--- src/rtl/int_alu_pkg.sv ---
package int_alu_pkg;

    typedef enum logic [3:0] {
        MODE_ADD  = 4'd0,
        MODE_ADDU = 4'd1,
        MODE_SUB  = 4'd2,
        MODE_SUBU = 4'd3,
        MODE_AND  = 4'd4,
        MODE_OR   = 4'd5,
        MODE_XOR  = 4'd6,
        MODE_NOR  = 4'd7,
        MODE_SLT  = 4'd10,
        MODE_SLTU = 4'd11
    } alu_mode_e;

    typedef enum logic [1:0] {
        LOGIC_AND = 2'd0,
        LOGIC_OR  = 2'd1,
        LOGIC_XOR = 2'd2,
        LOGIC_NOR = 2'd3
    } logic_fn_e;

    typedef enum logic [2:0] {
        SRC_NONE  = 3'd0,
        SRC_SUM   = 3'd1,
        SRC_LOGIC = 3'd2,
        SRC_SLT   = 3'd3,
        SRC_SLTU  = 3'd4
    } res_src_e;

    typedef struct packed {
        logic      invert_b;   // adder sees ~B and carry-in 1
        logic      keep_carry; // carry flag is meaningful
        logic      keep_ovf;   // overflow flag is meaningful
        res_src_e  src;
        logic_fn_e lfn;
    } ctrl_t;

    typedef struct packed {
        logic c_into_msb;
        logic c_out;
    } carry_t;

    function automatic ctrl_t decode_mode(input logic [3:0] m);
        ctrl_t c;
        c = '{invert_b: 1'b0, keep_carry: 1'b0, keep_ovf: 1'b0,
              src: SRC_NONE, lfn: LOGIC_AND};
        case (m)
            MODE_ADD:  begin c.src = SRC_SUM; c.keep_carry = 1'b1; c.keep_ovf = 1'b1; end
            MODE_ADDU: begin c.src = SRC_SUM; c.keep_carry = 1'b1; end
            MODE_SUB:  begin c.src = SRC_SUM; c.keep_carry = 1'b1; c.keep_ovf = 1'b1;
                             c.invert_b = 1'b1; end
            MODE_SUBU: begin c.src = SRC_SUM; c.keep_carry = 1'b1; c.invert_b = 1'b1; end
            MODE_AND:  begin c.src = SRC_LOGIC; c.lfn = LOGIC_AND; end
            MODE_OR:   begin c.src = SRC_LOGIC; c.lfn = LOGIC_OR;  end
            MODE_XOR:  begin c.src = SRC_LOGIC; c.lfn = LOGIC_XOR; end
            MODE_NOR:  begin c.src = SRC_LOGIC; c.lfn = LOGIC_NOR; end
            MODE_SLT:  begin c.src = SRC_SLT;  c.invert_b = 1'b1; end
            MODE_SLTU: begin c.src = SRC_SLTU; c.invert_b = 1'b1; end
            default:   c.src = SRC_NONE;
        endcase
        return c;
    endfunction

endpackage

--- src/rtl/alu_cla_adder.sv ---
module alu_cla_adder #(
    parameter int WIDTH = 32,
    parameter int GRP   = 4
) (
    input  logic [WIDTH-1:0]     a,
    input  logic [WIDTH-1:0]     b,
    input  logic                 cin,
    output logic [WIDTH-1:0]     sum,
    output int_alu_pkg::carry_t  carries
);
    localparam int NGRP = WIDTH / GRP;

    logic [NGRP:0]    gc;      // carries at group boundaries
    logic [WIDTH-1:0] bit_cin; // carry into each bit

    assign gc[0] = cin;

    for (genvar k = 0; k < NGRP; k++) begin : g_grp
        logic [GRP-1:0] gen_b, prp_b;
        logic [GRP:0]   lc;
        logic           grp_g, grp_p;

        assign gen_b = a[k*GRP +: GRP] & b[k*GRP +: GRP];
        assign prp_b = a[k*GRP +: GRP] ^ b[k*GRP +: GRP];
        assign lc[0] = gc[k];

        for (genvar j = 0; j < GRP; j++) begin : g_bit
            assign lc[j+1] = gen_b[j] | (prp_b[j] & lc[j]);
        end

        always_comb begin
            grp_g = 1'b0;
            grp_p = 1'b1;
            for (int j = 0; j < GRP; j++) begin
                grp_g = gen_b[j] | (prp_b[j] & grp_g);
                grp_p = grp_p & prp_b[j];
            end
        end

        // group lookahead: boundary carry does not wait for the inner ripple
        assign gc[k+1] = grp_g | (grp_p & gc[k]);
        assign sum[k*GRP +: GRP]     = prp_b ^ lc[GRP-1:0];
        assign bit_cin[k*GRP +: GRP] = lc[GRP-1:0];
    end

    assign carries.c_into_msb = bit_cin[WIDTH-1];
    assign carries.c_out      = gc[NGRP];
endmodule

--- src/rtl/alu_logic_unit.sv ---
module alu_logic_unit #(
    parameter int WIDTH = 32
) (
    input  logic [WIDTH-1:0]       a,
    input  logic [WIDTH-1:0]       b,
    input  int_alu_pkg::logic_fn_e fn,
    output logic [WIDTH-1:0]       y
);
    import int_alu_pkg::*;

    logic [WIDTH-1:0] y_or;
    assign y_or = a | b;

    always_comb begin
        unique case (fn)
            LOGIC_AND: y = a & b;
            LOGIC_OR:  y = y_or;
            LOGIC_XOR: y = a ^ b;
            LOGIC_NOR: y = ~y_or;
            default:   y = '0;
        endcase
    end
endmodule

--- src/rtl/alu_out_stage.sv ---
module alu_out_stage #(
    parameter int WIDTH = 32
) (
    input  int_alu_pkg::ctrl_t    ctrl,
    input  logic [WIDTH-1:0]      sum,
    input  int_alu_pkg::carry_t   carries,
    input  logic [WIDTH-1:0]      logic_y,
    output logic [WIDTH-1:0]      result,
    output logic                  carry_out,
    output logic                  ovf,
    output logic                  zero
);
    import int_alu_pkg::*;

    logic raw_ovf, lt_signed, lt_unsigned;

    assign raw_ovf     = carries.c_into_msb ^ carries.c_out;
    assign lt_signed   = sum[WIDTH-1] ^ raw_ovf;
    assign lt_unsigned = ~carries.c_out;

    always_comb begin
        result = '0;
        unique case (ctrl.src)
            SRC_SUM:   result = sum;
            SRC_LOGIC: result = logic_y;
            SRC_SLT:   result[0] = lt_signed;
            SRC_SLTU:  result[0] = lt_unsigned;
            default:   result = '0;
        endcase
    end

    assign carry_out = ctrl.keep_carry & carries.c_out;
    assign ovf       = ctrl.keep_ovf & raw_ovf;
    assign zero      = ~|result;
endmodule

--- src/rtl/int_alu.sv ---
module int_alu (
    input  logic [31:0] opnd_a,
    input  logic [31:0] opnd_b,
    input  logic [3:0]  mode,
    output logic [31:0] result,
    output logic        carry_out,
    output logic        ovf,
    output logic        zero
);
    import int_alu_pkg::*;

    localparam int WIDTH = 32;
    localparam int GRP   = 4;

    ctrl_t            ctrl;
    logic [WIDTH-1:0] b_eff, sum, logic_y;
    carry_t           carries;

    assign ctrl  = decode_mode(mode);
    assign b_eff = ctrl.invert_b ? ~opnd_b : opnd_b;

    alu_cla_adder #(.WIDTH(WIDTH), .GRP(GRP)) u_add (
        .a(opnd_a), .b(b_eff), .cin(ctrl.invert_b),
        .sum(sum), .carries(carries)
    );

    alu_logic_unit #(.WIDTH(WIDTH)) u_logic (
        .a(opnd_a), .b(opnd_b), .fn(ctrl.lfn), .y(logic_y)
    );

    alu_out_stage #(.WIDTH(WIDTH)) u_out (
        .ctrl(ctrl), .sum(sum), .carries(carries), .logic_y(logic_y),
        .result(result), .carry_out(carry_out), .ovf(ovf), .zero(zero)
    );
endmodule

--- config.mk ---
export PLATFORM = sky130hd
export DESIGN_NAME = int_alu
export DESIGN_NICKNAME = d
export VERILOG_FILES = /design/src/rtl/int_alu_pkg.sv /design/src/rtl/alu_cla_adder.sv /design/src/rtl/alu_logic_unit.sv /design/src/rtl/alu_out_stage.sv /design/src/rtl/int_alu.sv
export SDC_FILE = /design/constraint.sdc
export NUM_CORES = 1
export LEC_CHECK = 0
export CAP_MARGIN = 20
export CORE_MARGIN = 2
export CORE_UTILIZATION = 57
export DETAILED_ROUTE_END_ITERATION = 7
export PLACE_DENSITY = 0.9
export SETUP_SLACK_MARGIN = 0.2
export SYNTH_ARGS = -nofsm -noshare
export SYNTH_HDL_FRONTEND = slang
export SYNTH_SLANG_ARGS = --single-unit
--- constraint.sdc ---
create_clock -name vclk -period 16.27
set_input_delay 3.254 -clock vclk [all_inputs]
set_output_delay 3.254 -clock vclk [all_outputs]
set_load 0.02 [all_outputs]
==> out/qor.yml <==
yosys:
  yosysTopAreaCell: "ha_1"
  yosys-top-cells-area: "ha_1, fa_1, xnor2_1"
  synthCells: 533
  mappedNetlistNets: 720
  syn_area_per_cell_um2: 7.89
  yosys.cell_types.count: 52
  netlist.area_leader.share_pct: 28.6
  synth_warnings: 0
  netlist_area_mm2: 0.00420
  synth_seq_area_share_pct: 0
finish:
  clkbuf_count: 0
  drive_above_1_share_pct: 2.29
  num-nets-final: 800
  instances_no_fill: 710
  final_util_pct: 72.3
  area_growth_pct: 24.0
  area.sequential_um2: 0
  flops_and_latches: 0
  n_antenna_cell: 0
timing:
  period_needed_ns: 13.40
  rsz0062_at_grt: "no"
  min_period_over_period_pct: 82.3
  slew_viol_final: 0
  finalHoldViolCount: 0
  worst_pin_slew_ns: 1.13
  finalSetupTns_ns: 0
  setup_violations: 0
  timing.fmax_ghz: 0.0746
  setup_ws_ns: 2.87
  max_slew_margin_pct: 24.6
route:
  vias: 4166
  wl_per_cell_um: 16.1
  via_per_inst: 5.87
  drt_iter0_markers: 263
  antenna_left: 0
  drcViolationCount: 0
  drt-total-wl_mm: 11.4
  drt_pre_antenna_iters: 5
global_route:
  grt_pass1_vias: 4038
  grt_pass1_wl_mm: 18.7
  grt_max_degree: 98
  antenna_found_initial: 0
  grt_usage_pct: 27.1
  overflow: 0
pwr:
  peakVddDrop_mv: 0.0215
  cellLeakagePower_nw: 2.57
  fin_total_pwr_mw: 0.206
  power_density_mw_per_mm2: 39.5
worst_setup_path:
  critPathMaxFanout: 36
  cp_slowest_cell: "nand2b_2"
  crit_path_end_kind: "output pin"
  cp.required_ns: 13.02
  critical_path_arrival_ns: 10.14
  path_cells: "clkdlybuf4s50_1 -> nand2b_2 -> xnor2_1 -> ha_1 -> a21oi_1 -> a21boi_0 -> o31a_1 -> nor2_1 -> nand2b_1 -> nor2_1 -> o21ai_0 -> fa_1 -> fa_1 -> fa_1 -> a211o_1 -> nor4_1 -> nor4bb_1 -> nand4_1 -> nor2_1 -> clkdlybuf4s50_1"
  start_kind: "input port"
  crit_family: "simple AND/OR/NAND/NOR gates"
  cpPeakStageDelay_ns: 0.93
  cp-startpoint: "mode[2]"
  path_class: "input port to output pin"
  path_buf_inv: 2
floorplanning:
  rows: 31
  die-area_mm2: 0.00808
  die_y_um: 89.9
  io-pin-count: 103
  die_w_um: 89.9
  start_util_pct: 58.3
  coreArea_mm2: 0.00721
placement:
  place_ws_ns: 3.03
  dpl.cell_count: 710
  hpwl_mm: 9.19
  place_congestion: 0.859
  io_buffers: 103
min_path:
  min_delay_worst_endpoint: "result[22]"
  holdCritStartpoint: "mode[0]"
  hold_path_class: "input port to output pin"
  holdPathStages: 4
outcome:
  status: "complete, no violations"
run:
  cap_violations: 0
clock_network:
  postCtsSetupBuffers: 0
  cts_resized: 0
  cts_hold_buf: 0
-- per-layer routing --
layer	vias up	track usage [%]	wire length, µm	part of all wire [%]
li1	1989	-	-	-
met1	1981	35.0	4830	42
met2	174	48.6	5590	49
met3	22	2.68	785	6.9
met4	0	6.92	234	2.0
met5	-	0	0	0
-- cell usage in the layout (no fill, tap or decap), types with 20 or more instances in the layout --
master | netlist | final
a21oi_1 | 28 | 28
ha_1 | 96 | 96
nor2_1 | 51 | 51
xnor2_1 | 35 | 35
mux2i_1 | 28 | 28
a211oi_1 | 22 | 22
fa_1 | 23 | 23
clkdlybuf4s50_1 | 0 | 102
a211o_1 | 20 | 20
nand2_1 | 22 | 22
inv_1 | 75 | 75
-- how the worst max path moves through the flow --
stage / end / slack [ns] / cells past startpoint
3_3_place_gp: zero / 3.14 / 21
5_1_grt: zero / 2.50 / 22
3_5_place_dp: zero / 3.03 / 20
4_1_cts: zero / 3.00 / 22
2_1_floorplan: zero / 4.75 / 23
6_report: zero / 2.87 / 20
-- synth_stat cells (3+ instances only) --
library cell and number:
nand4_1 7, mux2_2 5, nand2_1 22, a21oi_1 28, clkbuf_1 7, ha_1 96
a211oi_1 22, a21o_1 3, buf_2 10, xor2_1 6, nor2b_1 5, nand2b_1 17
buf_6 3, mux2i_1 28, o21ai_0 16, inv_1 75, nor2_1 51, fa_1 23
a211o_1 20, xnor2_1 35, nor3_1 3, buf_4 5, o221ai_1 5, nor3b_1 3
nor4_1 5
-- layout make-up --
type	instances	area (µm²)
multi-input cells	432	3770
fillers	568	2000
repair buffers	104	1040
inverters	75	282
well taps	99	124
-- power by group --
part / leakage, nW / switching, mW / internal [mW] / total (mW)
clock: 0 / 0 / 0 / 0
combinational: 2.57 / 0.110 / 0.0958 / 0.206
sequential: 0 / 0 / 0 / 0
total: 2.57 / 0.110 / 0.0958 / 0.206
-- metrics by stage --
step                      instance area (µm²)  hold WS, ns
after floorplan                          4200         6.77
after global placement                   5220         7.86
after detailed placement                 5220         7.88
after CTS                                5220         7.88
after global routing                     5220         7.98
final                                    5220         7.91
-- tightest hold or removal path: stages --
cell and delay, ns:
buf_4 0.38, mux2i_1 0.28, o21ai_0 0.10, clkdlybuf4s50_1 0.57
-- cell families (layout without fill, tap and decap cells) --
family / after synthesis / after routing / synth area share [%]
mux: 33 / 33 / 8.01
fa+ha+maj: 119 / 119 / 39.5
compound gates: 108 / 108 / 17.5
xor+xnor: 41 / 41 / 8.54
buf+inv: 101 / 179 / 10.3
simple gates: 131 / 131 / 16.1
(Power assumes the default switching activity.)
